<file path="src/rtl/eeprom_slave_pkg.sv">
package eeprom_slave_pkg;
  localparam int BYTE_W = 8;
  localparam int PIN_W = 3;
  localparam logic [3:0] TYPE_CODE = 4'b1011;

  typedef enum logic [2:0] {P_IDLE, P_RX, P_ACK, P_TX, P_MACK} phase_t;
  typedef enum logic [1:0] {K_DEV, K_WADDR, K_WDATA} kind_t;

  typedef struct packed {
    logic shiftIn;
    logic setAddr;
    logic bufByte;
    logic commit;
    logic dropBuf;
    logic loadTx;
    logic shiftTx;
    logic incAddr;
  } dpStrobes_t;
endpackage

</file>
<file path="src/rtl/eeprom_datapath.sv">
module eeprom_datapath
  import eeprom_slave_pkg::*;
#(
  parameter int ADDR_W = 8,
  parameter int PAGE_W = 4,
  parameter int PROG_CYCLES = 2000
) (
  input  logic              clk,
  input  logic              rstN,
  input  dpStrobes_t        stb,
  input  logic              rxBit,
  output logic [BYTE_W-1:0] rxByte,
  output logic              txMsb,
  output logic              progBusy
);
  localparam int PAGE_LEN = 1 << PAGE_W;
  localparam int PAGES = 1 << (ADDR_W - PAGE_W);
  localparam int CNT_W = $clog2(PROG_CYCLES + 1);

  logic [BYTE_W-1:0] mem [PAGES*PAGE_LEN];
  logic [BYTE_W-1:0] pageBuf [PAGE_LEN];
  logic [PAGE_LEN-1:0] validMask;
  logic [ADDR_W-1:0] addrQ;
  logic [BYTE_W-1:0] txReg;
  logic [CNT_W-1:0] progCnt;
  logic commitNow;

  assign commitNow = stb.commit && (|validMask);
  assign progBusy = (progCnt != '0);
  assign txMsb = txReg[BYTE_W-1];

  always_ff @(posedge clk or negedge rstN) begin
    if (!rstN) begin
      rxByte <= '0;
      txReg <= '0;
      addrQ <= '0;
      validMask <= '0;
      progCnt <= '0;
      for (int j = 0; j < PAGE_LEN; j++) pageBuf[j] <= '0;
    end else begin
      if (stb.shiftIn) rxByte <= {rxByte[BYTE_W-2:0], rxBit};
      if (stb.loadTx) txReg <= mem[addrQ];
      else if (stb.shiftTx) txReg <= {txReg[BYTE_W-2:0], 1'b1};
      if (stb.setAddr) addrQ <= ADDR_W'(rxByte);
      else if (stb.bufByte) addrQ[PAGE_W-1:0] <= addrQ[PAGE_W-1:0] + 1'b1;
      else if (stb.incAddr) addrQ <= addrQ + 1'b1;
      if (stb.bufByte) begin
        pageBuf[addrQ[PAGE_W-1:0]] <= rxByte;
        validMask[addrQ[PAGE_W-1:0]] <= 1'b1;
      end else if (stb.dropBuf || commitNow) begin
        validMask <= '0;
      end
      if (commitNow) progCnt <= CNT_W'(PROG_CYCLES);
      else if (progBusy) progCnt <= progCnt - 1'b1;
    end
  end

  always_ff @(posedge clk or negedge rstN) begin
    if (!rstN) begin
      for (int i = 0; i < PAGES * PAGE_LEN; i++) mem[i] <= '0;
    end else if (commitNow) begin
      for (int p = 0; p < PAGES; p++)
        for (int j = 0; j < PAGE_LEN; j++)
          if (p == int'(addrQ[ADDR_W-1:PAGE_W]) && validMask[j])
            mem[p*PAGE_LEN+j] <= pageBuf[j];
    end
  end


  page_bits_stable_chk: assert property (@(posedge clk) disable iff (!rstN)
    stb.bufByte |=> $stable(addrQ[ADDR_W-1:PAGE_W]));


  lockout_from_commit_chk: assert property (@(posedge clk) disable iff (!rstN)
    (progBusy && !$past(progBusy)) |-> $past(stb.commit));
endmodule

</file>
<file path="src/rtl/eeprom_control.sv">
module eeprom_control
  import eeprom_slave_pkg::*;
(
  input  logic              clk,
  input  logic              rstN,
  input  logic              porActive,
  input  logic [PIN_W-1:0]  chipSel,
  input  logic              wpIn,
  input  logic              sclIn,
  input  logic              sdaIn,
  input  logic [BYTE_W-1:0] rxByte,
  input  logic              txMsb,
  input  logic              progBusy,
  output dpStrobes_t        stb,
  output logic              rxBit,
  output logic              sdaDriveLow
);
  logic sclR1, sclS, sclP, sdaR1, sdaS, sdaP;
  logic sclRise, sclFall, startDet, stopDet;
  phase_t phase;
  kind_t kind;
  logic [3:0] bitCnt;
  logic ackDrive, isRead, masterAck;
  logic devMatch;

  assign sclRise = sclS && !sclP;
  assign sclFall = !sclS && sclP;
  assign startDet = sclS && sclP && sdaP && !sdaS;
  assign stopDet = sclS && sclP && !sdaP && sdaS;
  assign rxBit = sdaS;
  assign devMatch = (rxByte[7:4] == TYPE_CODE) && (rxByte[3:1] == chipSel);
  assign sdaDriveLow = ackDrive || (phase == P_TX && !txMsb);

  always_ff @(posedge clk or negedge rstN) begin
    if (!rstN) begin
      {sclR1, sclS, sclP, sdaR1, sdaS, sdaP} <= '1;
      phase <= P_IDLE;
      kind <= K_DEV;
      bitCnt <= '0;
      ackDrive <= 1'b0;
      isRead <= 1'b0;
      masterAck <= 1'b0;
      stb <= '0;
    end else begin
      sclR1 <= sclIn;
      sclS <= sclR1;
      sclP <= sclS;
      sdaR1 <= sdaIn;
      sdaS <= sdaR1;
      sdaP <= sdaS;
      stb <= '0;
      if (porActive) begin
        phase <= P_IDLE;
        ackDrive <= 1'b0;
        stb.dropBuf <= 1'b1;
      end else if (startDet) begin
        phase <= P_RX;
        kind <= K_DEV;
        bitCnt <= '0;
        ackDrive <= 1'b0;
        stb.dropBuf <= 1'b1;
      end else if (stopDet) begin
        phase <= P_IDLE;
        ackDrive <= 1'b0;
        stb.commit <= 1'b1;
      end else begin
        unique case (phase)
          P_RX: begin
            if (sclRise && bitCnt < 4'd8) begin
              stb.shiftIn <= 1'b1;
              bitCnt <= bitCnt + 1'b1;
            end else if (sclFall && bitCnt == 4'd8) begin
              unique case (kind)
                K_DEV: begin
                  if (devMatch && !progBusy) begin
                    ackDrive <= 1'b1;
                    isRead <= rxByte[0];
                    phase <= P_ACK;
                  end else phase <= P_IDLE;
                end
                K_WADDR: begin
                  stb.setAddr <= 1'b1;
                  ackDrive <= 1'b1;
                  phase <= P_ACK;
                end
                default: begin
                  if (!wpIn) begin
                    stb.bufByte <= 1'b1;
                    ackDrive <= 1'b1;
                    phase <= P_ACK;
                  end else phase <= P_IDLE;
                end
              endcase
            end
          end
          P_ACK: begin
            if (sclFall) begin
              ackDrive <= 1'b0;
              bitCnt <= '0;
              if (kind == K_DEV && isRead) begin
                stb.loadTx <= 1'b1;
                phase <= P_TX;
              end else begin
                phase <= P_RX;
                if (kind == K_DEV) kind <= K_WADDR;
                else kind <= K_WDATA;
              end
            end
          end
          P_TX: begin
            if (sclRise) bitCnt <= bitCnt + 1'b1;
            else if (sclFall) begin
              if (bitCnt == 4'd8) begin
                stb.incAddr <= 1'b1;
                phase <= P_MACK;
              end else stb.shiftTx <= 1'b1;
            end
          end
          P_MACK: begin
            if (sclRise) masterAck <= !sdaS;
            else if (sclFall) begin
              bitCnt <= '0;
              if (masterAck) begin
                stb.loadTx <= 1'b1;
                phase <= P_TX;
              end else phase <= P_IDLE;
            end
          end
          default: ;
        endcase
      end
    end
  end


  drive_edge_scl_low_chk: assert property (@(posedge clk) disable iff (!rstN)
    (sdaDriveLow != $past(sdaDriveLow) && !$past(porActive) &&
     !$past(startDet) && !$past(stopDet)) |-> !$past(sclS));


  por_silent_chk: assert property (@(posedge clk) disable iff (!rstN)
    porActive |=> !sdaDriveLow);


  busy_no_select_ack_chk: assert property (@(posedge clk) disable iff (!rstN)
    (ackDrive && !$past(ackDrive) && kind == K_DEV) |-> !$past(progBusy));


  wp_no_data_ack_chk: assert property (@(posedge clk) disable iff (!rstN)
    (ackDrive && !$past(ackDrive) && kind == K_WDATA) |-> !$past(wpIn));


  no_ack_while_tx_chk: assert property (@(posedge clk) disable iff (!rstN)
    (phase == P_TX) |-> !ackDrive);
endmodule

</file>
<file path="src/rtl/serial_eeprom_slave.sv">
module serial_eeprom_slave
  import eeprom_slave_pkg::*;
#(
  parameter int ADDR_W = 8,
  parameter int PAGE_W = 4,
  parameter int PROG_CYCLES = 2000
) (
  input  logic             clk,
  input  logic             rstN,
  input  logic             porActive,
  input  logic [PIN_W-1:0] chipSel,
  input  logic             wpIn,
  input  logic             sclIn,
  input  logic             sdaIn,
  output logic             sdaDriveLow
);
  dpStrobes_t stb;
  logic rxBit, txMsb, progBusy;
  logic [BYTE_W-1:0] rxByte;

  eeprom_control ctrl (
    .clk(clk), .rstN(rstN), .porActive(porActive), .chipSel(chipSel),
    .wpIn(wpIn), .sclIn(sclIn), .sdaIn(sdaIn), .rxByte(rxByte),
    .txMsb(txMsb), .progBusy(progBusy), .stb(stb), .rxBit(rxBit),
    .sdaDriveLow(sdaDriveLow)
  );

  eeprom_datapath #(.ADDR_W(ADDR_W), .PAGE_W(PAGE_W), .PROG_CYCLES(PROG_CYCLES)) dp (
    .clk(clk), .rstN(rstN), .stb(stb), .rxBit(rxBit),
    .rxByte(rxByte), .txMsb(txMsb), .progBusy(progBusy)
  );
endmodule

</file>
<file path="config.mk">
export PLATFORM = sky130hd
export DESIGN_NAME = serial_eeprom_slave
export DESIGN_NICKNAME = d
export VERILOG_FILES = /design/src/rtl/eeprom_slave_pkg.sv /design/src/rtl/eeprom_datapath.sv /design/src/rtl/eeprom_control.sv /design/src/rtl/serial_eeprom_slave.sv
export SDC_FILE = /design/constraint.sdc
export NUM_CORES = 2
export LEC_CHECK = 0
export BUFFER_PORTS_ARGS = -buffer_cell sky130_fd_sc_hd__buf_2
export CAP_MARGIN = 0
export CORE_AREA = 8 8 439 441
export CTS_CLUSTER_DIAMETER = 200
export DETAILED_ROUTE_END_ITERATION = 10
export DIE_AREA = 0 0 447 449
export HOLD_SLACK_MARGIN = 0.15
export PLACE_DENSITY = 0.7
export SLEW_MARGIN = 20
export SYNTH_ARGS = -nofsm -noshare
export SYNTH_HDL_FRONTEND = slang
export SYNTH_HIERARCHICAL = 1
export SYNTH_SLANG_ARGS = --single-unit
export TNS_END_PERCENT = 20
</file>
<file path="constraint.sdc">
create_clock -name clk -period 4.05 [get_ports clk]
set_input_delay 0.2025 -clock clk [delete_from_list [all_inputs] [get_ports clk]]
set_output_delay 0.2025 -clock clk [all_outputs]
set_load 0.01 [all_outputs]
</file>
# Word-level counts from Yosys, hierarchy flattened
# Cells that the tools add are included.
[totals] reg_bits=2253 latch_bits=0 ramBits=0 rom_bits=0 inputBits=9 output_inout_bits=1 wordCells=997 mem_count=0
[op_classes] n_addsub=4 n_mul=0 n_div=0 n_lt_le_gt_ge=6 n_eq_ne=39 shifts=0 mux=85 bitwise=7 n_reduce_logical=558
[ops] operator="$reduce_and 2->1" count=257
[ops] operator="$logic_and 1x1->1" count=272
[ops] operator="$bwmux 128" count=1
[ops] operator="$bmux 8 s8" count=1
[ops] operator="$mux 8" count=7
[ops] operator="$mux 3" count=16
[ops] operator="$mux 4" count=10
[ops] operator="$demux 8 s4" count=1
[ops] operator="$eq 4x4->1 const A" count=8
[ops] operator="$mux 16" count=2
[ops] operator="$mux 2" count=15
[ops] operator="$mux 1" count=23
[ops] operator="$mux 11" count=2
[ops] operator="$ne 5x2->1 const B" count=4
[ops] operator="$eq 3x4->1 const A" count=4
[ops] operator="$or 16x16->16" count=1
[ops] operator="$pmux 4 s4" count=1
[ops] operator="$reduce_or 16->1" count=1
[ops] operator="$pmux 3 s4" count=1
[ops] operator="$reduce_and 6->1" count=2
[ops] operator="$reduce_bool 2->1" count=6
[ops] operator="$reduce_bool 11->1" count=1
[ops] operator="$sub 11x1->11 const B" count=1
[ops] operator="$ne 5x3->1 const B" count=2
[ops] operator="other kinds (39)" count=60

# Depth between registers and ports, before layout
[logic_depth] depth_word=11 ltp_mapped=12 depth_no_buf=8

# Hierarchy
# Netlist, hierarchy kept.
[by_module_without_submodules] module="eeprom_datapath" n_inst=1 cells_per_inst=6472 area_per_inst_um2=99870.8 seq_area_each_um2=55728.4
[by_module_without_submodules] module="eeprom_control" n_inst=1 cells_per_inst=137 area_per_inst_um2=1401.3 seq_area_each_um2=658.1

# Worst setup path after synthesis
# OpenSTA, ideal clock, no wires.
[synth_timing] path_kind="flip-flop to flip-flop" start="register dp.addrQ[0]" end="register dp.txReg[2]" setup_ns=0.123 t_arrival_ns=2.516 required_ns=3.927 setup_slack_ns=1.411 path_stages_with_launch=11 n_path_buf=4 period_less_slack_ns=2.639 path_cell_list="dfrtp_1 -> buf_2 -> buf_4 -> buf_2 -> buf_2 -> mux4_2 -> a22oi_1 -> nand2_1 -> a31oi_1 -> nand3_1 -> o221a_1"
[synth_between] elab_chain_len=5
[synth_lines] element="start, declared" line_no="eeprom_datapath.sv:23" text="logic [ADDR_W-1:0] addrQ;"
[synth_lines] element="start signal, assigned" line_no="eeprom_datapath.sv:44" text="if (stb.setAddr) addrQ <= ADDR_W'(rxByte);"
[synth_lines] element="start signal, assigned by index" line_no="eeprom_datapath.sv:45" text="else if (stb.bufByte) addrQ[PAGE_W-1:0] <= addrQ[PAGE_W-1:0] + 1'b1;"
[synth_lines] element="start signal, assigned" line_no="eeprom_datapath.sv:46" text="else if (stb.incAddr) addrQ <= addrQ + 1'b1;"
[synth_lines] element="$not 8->9 (implied by the code)" line_no="eeprom_datapath.sv:42" text="if (stb.loadTx) txReg <= mem[addrQ];"
[synth_lines] element="$bmux 8 s8" line_no="eeprom_datapath.sv:42"
[synth_lines] element="$mux 8 (implied by the code) (2 in a row)" line_no="eeprom_datapath.sv:42"
[synth_lines] element="$mux 8" line_no="eeprom_datapath.sv:42"
[synth_lines] element="end signal, assigned" line_no="eeprom_datapath.sv:42"
[synth_lines] element="end signal, assigned" line_no="eeprom_datapath.sv:43" text="else if (stb.shiftTx) txReg <= {txReg[BYTE_W-2:0], 1'b1};"
[synth_lines] element="end, declared" line_no="eeprom_datapath.sv:24" text="logic [BYTE_W-1:0] txReg;"
# Every way passes these cells. The select of a mux whose other input is x is not followed.
# A chain may end at the register's enable or synchronous reset.

# Worst setup path after layout
# Ends and elaborated chain as after synthesis.

==> impl_table.tex <==
\begin{tabular}{lr}
\hline
Metric & Value \\
\hline
\multicolumn{2}{l}{\textbf{Timing}} \\
\quad RSZ-0062 raised after global routing & false \\
\quad Final setup viols & 0 \\
\quad Final max-slew violation count & 0 \\
\quad Largest clock skew in the final design & 56.9 ps \\
\quad Max Clk Rate & 254 MHz \\
\quad Period utilization & 0.973 \\
\quad Accumulated negative setup slack & 0 ps \\
\quad Least-Margin Pin Slew & between 1000 and 1500 ps \\
\quad Final Hold Fails & 0 \\
\quad Slew headroom & 0.117 \\
\quad Minimum period implied by the final worst setup slack & roughly 3900 ps \\
\multicolumn{2}{l}{\textbf{Cells and area}} \\
\quad Share of cells above drive strength 1 & 0.501 \\
\quad Number of nets in the final layout & $\sim$7000 \\
\quad Total area of sequential cells & 56500 um\^{}2 \\
\quad Signed area change from the synthesized netlist to the final layout & 13.4\% \\
\quad Multi-input gate area & 43100 um\^{}2 \\
\quad Final std cells w/o fill & about 9600 \\
\quad Filler cell count & 14000 \\
\multicolumn{2}{l}{\textbf{Critical path}} \\
\quad Type of the worst setup path & reg2reg \\
\quad Data arrival, critical path & approximately 4700 ps \\
\quad Crit-path max FO & 57 \\
\quad Worst endpoint required time & roughly 4800 ps \\
\quad Register-to-Register Setup Slack & 110 ps \\
\quad Endpoint kind of the worst setup timing path & register \\
\quad Worst setup SP type & register \\
\multicolumn{2}{l}{\textbf{Logic synthesis}} \\
\quad Flip-flop and latch count after synthesis & 2253 \\
\quad Number of warnings reported in the yosys synthesis log & 6 \\
\quad Leading area contributor after synthesis & sky130\_fd\_sc\_hd\_\_dfrtp\_1 \\
\quad Sequential-to-total area share from yosys stat & 0.557 \\
\quad Ranking of synthesized cells by area & sky130\_fd\_sc\_hd\_\_dfrtp\_1 56\%, sky130\_fd\_sc\_hd\_\_mux2\_2 24\%, sky130\_fd\_sc\_hd\_\_mux4\_2 10\% \\
\quad Mapped cell area & 101000 um\^{}2 \\
\quad Most used DFF post-synth & sky130\_fd\_sc\_hd\_\_dfrtp\_1 \\
\quad Number of enable flip-flop cells after synthesis & 0 \\
\quad Avg Synthesized Cell Area & 15.3 um\^{}2 \\
\quad Cell count after synthesis & 6609 \\
\quad Synth Net Count & 6626 \\
\quad Count of unique library cells instantiated by Yosys & 75 \\
\quad Async S/R FF share, synth & 1.00 \\
\quad Top-area cell type share of the netlist area & 0.555 \\
\multicolumn{2}{l}{\textbf{Clocking}} \\
\quad Number of buffers created by CTS & 230 \\
\quad Buffers inserted by post-CTS timing repair & 0 \\
\quad Number of buffers on the longest clock path & 3 \\
\quad Number of sinks on the clock net & 2253 \\
\quad Clock tree from TritonCTS & built \\
\quad Maximum level of the CTS H-tree & 4 \\
\quad Clock input transition at the sequential cells of the worst setup and hold paths & 70 ps \\
\quad Clock root buffer master & sky130\_fd\_sc\_hd\_\_clkbuf\_16 \\
\quad Clock latency on the worst-skew pair & 900 ps \\
\multicolumn{2}{l}{\textbf{Routing}} \\
\quad Drt via density & 6.93 \\
\quad Via count & 66700 \\
\quad First-pass detailed-route iteration total & 6 \\
\quad Final wirelength & between 300 and 400 mm \\
\quad Number of remaining DRC errors & 0 \\
\quad Starting DRC count in detailed routing & 9094 \\
\quad Average wire length per cell after detail routing & roughly 40 um \\
\quad Number of routed nets with antenna violations & 0 \\
\multicolumn{2}{l}{\textbf{GRT}} \\
\quad Vias in the first global route & 67300 \\
\quad First-pass GRT wire length & 539 mm \\
\quad Aggregate global-route resource usage & 0.382 \\
\quad Overflow after GRT & 0 \\
\quad Initial antenna violation count & 63 \\
\quad Largest net degree at the start of global routing & between 150 and 200 \\
\multicolumn{2}{l}{\textbf{Die}} \\
\quad Placeable core area & 186000 um\^{}2 \\
\quad Die outline width & between 400 and 500 um \\
\quad Initial core utilization & 0.544 \\
\quad Die footprint & 201000 um\^{}2 \\
\quad Number of cell rows & 159 \\
\quad IO Pins & 10 \\
\quad Vertical die dimension & around 450 um \\
\multicolumn{2}{l}{\textbf{Job}} \\
\quad Maximum Capacitance Violations & 0 \\
\multicolumn{2}{l}{\textbf{Power}} \\
\quad Total power per unit cell area & 393 nW/um\^{}2 \\
\quad Maximum vdd ir drop & between 0.4 and 0.5 mV \\
\quad Leak Pwr & 54.3 nW \\
\multicolumn{2}{l}{\textbf{Placed design}} \\
\quad Buffers on Ports & 9 \\
\quad Final HPWL DP & 257 mm \\
\quad Global placement routability congestion & approximately 1 \\
\quad \# placed instances & 9155 \\
\multicolumn{2}{l}{\textbf{Run status}} \\
\quad Result of the run & finished, final reports clean \\
\multicolumn{2}{l}{\textbf{Min path}} \\
\quad Class of the tightest hold or removal check & in2reg \\
\hline
\end{tabular}
-- logic make-up after synthesis --
kind of cell	after synthesis	synth area share
simple gates	655	0.0295
compound gates	419	0.0292
mux	2838	0.364
xor+xnor	17	0.00147
flops	2253	0.557
fa+ha+maj	8	0.000988
buf+inv	419	0.0184
-- critical path: stages (launching register included) --
cell and delay [ps]:
sky130_fd_sc_hd__dfrtp_4 910, sky130_fd_sc_hd__buf_12 450, sky130_fd_sc_hd__mux4_2 570, sky130_fd_sc_hd__a21oi_1 390, sky130_fd_sc_hd__nand3_1 430, sky130_fd_sc_hd__o41ai_1 610, sky130_fd_sc_hd__a22oi_1 170, sky130_fd_sc_hd__o221a_1 290
-- cells in the final DEF, fill, tap and decap left out, types with 44 or more instances in the layout --
| cell type | Yosys | routed |
|---|---|---|
| sky130_fd_sc_hd__dfrtp_1 | 2247 | 2198 |
| sky130_fd_sc_hd__mux2_2 | 2193 | 2193 |
| sky130_fd_sc_hd__mux4_2 | 454 | 454 |
| sky130_fd_sc_hd__buf_4 | 27 | 392 |
| sky130_fd_sc_hd__nand2_1 | 275 | 275 |
| sky130_fd_sc_hd__clkbuf_16 | 0 | 231 |
| sky130_fd_sc_hd__mux2i_1 | 190 | 189 |
| sky130_fd_sc_hd__nor2_1 | 158 | 151 |
| sky130_fd_sc_hd__a22oi_1 | 107 | 107 |
| sky130_fd_sc_hd__nand3_1 | 61 | 61 |
| sky130_fd_sc_hd__a21oi_1 | 59 | 59 |
| sky130_fd_sc_hd__clkbuf_1 | 243 | 55 |
| sky130_fd_sc_hd__buf_12 | 0 | 49 |
| sky130_fd_sc_hd__clkinv_2 | 0 | 47 |
| sky130_fd_sc_hd__clkbuf_8 | 0 | 46 |
| sky130_fd_sc_hd__dfrtp_2 | 0 | 44 |
-- Yosys cell counts, drive strengths merged, types with 8 or more instances --
cell and n:
dfrtp 2247, mux2 2194, mux4 454, nand2 275, clkbuf 243, mux2i 190, nor2 158, buf 155
a22oi 107, nand3 61, a21oi 60, o21ai 44, o22ai 38, nor2b 36, a31oi 28, a221oi 21
inv 21, nand2b 20, nor4 19, nor3 18, and2 14, o211ai 14, a21boi 13, a22o 13
o2111ai 13, xnor2 13, a211oi 12, and3 12, a2111oi 8, a21o 8, ha 8
-- worst paths after layout --
check,start,end,depth (start not counted)
setup / recovery,dp/addrQ[0]$_DFFE_PN0P_,dp/txReg[2]$_DFFE_PN0P_,7
hold / removal,porActive,ctrl/phase[0]$_DFFE_PN0P_,4
setup reg to reg,dp/addrQ[0]$_DFFE_PN0P_,dp/txReg[2]$_DFFE_PN0P_,7
hold reg to reg,ctrl/sclR1$_DFF_PN1_,ctrl/sclS$_DFF_PN1_,0
max in group asynchronous,rstN,dp/mem[1560]$_DFFE_PN0P_,5
min in group asynchronous,rstN,dp/mem[889]$_DFFE_PN0P_,4
-- metrics by stage --
stage	setup WS, ps	total power, mW	utilization	hold WS [ps]	area (um^2)
2_1_floorplan	1410	23.0	-	-93.1	101000
3_3_place_gp	34.6	23.6	0.573	195	107000
3_5_place_dp	15.9	23.6	0.573	205	107000
4_1_cts	100	45.3	0.616	181	115000
5_1_grt	29.0	46.3	0.616	248	115000
6_report	108	45.1	0.617	227	115000
-- repair_timing --
item / in CTS / in global routing
endpoints found under the hold margin: 1652 / 0
gates resized for setup: 1 / 0
setup endpoints to repair: 1 / 0
hold buffers: 14 / 0
-- metal layers --
| layer | GRT usage | up-vias | part of all wire |
|---|---|---|---|
| li1 | - | 25400 | - |
| met1 | 0.513 | 35900 | 0.38 |
| met5 | 0 | - | 0.00031 |
| met3 | 0.149 | 1087 | 0.13 |
| met2 | 0.522 | 4355 | 0.42 |
| met4 | 0.236 | 18 | 0.076 |
-- where the power goes --
group | switching, mW | internal (mW) | total, mW
sequential | 0.0214 | 22.5 | 22.6
clock | 9.30 | 12.6 | 21.9
combinational | 0.522 | 0.0958 | 0.618
total | 9.84 | 35.3 | 45.1
-- sequential cells by signal, summed over array words and instances, names as in the netlist, 2 cells and up --
| register | cells |
|---|---|
| dp/rxByte | 8 |
| ctrl/bitCnt | 4 |
| dp/progCnt | 11 |
| ctrl/stb | 8 |
| dp/txReg | 8 |
| dp/addrQ | 8 |
| dp/mem | 2048 |
| dp/validMask | 16 |
| dp/pageBuf | 128 |
| ctrl/phase | 3 |
| ctrl/kind | 2 |
-- cell type report --
| class | instances | share of cell area |
|---|---|---|
| flip-flops and latches | 2253 | 0.492 |
| multi-input cells | 3937 | 0.375 |
| clock buffers | 332 | 0.0577 |
| repair buffers | 464 | 0.0361 |
| well taps | 2495 | 0.0272 |
| clock inverters | 89 | 0.0104 |
| diodes | 40 | 0.000872 |
| inverters | 21 | 0.000686 |
No activity file was read; power rests on OpenSTA's default activity.
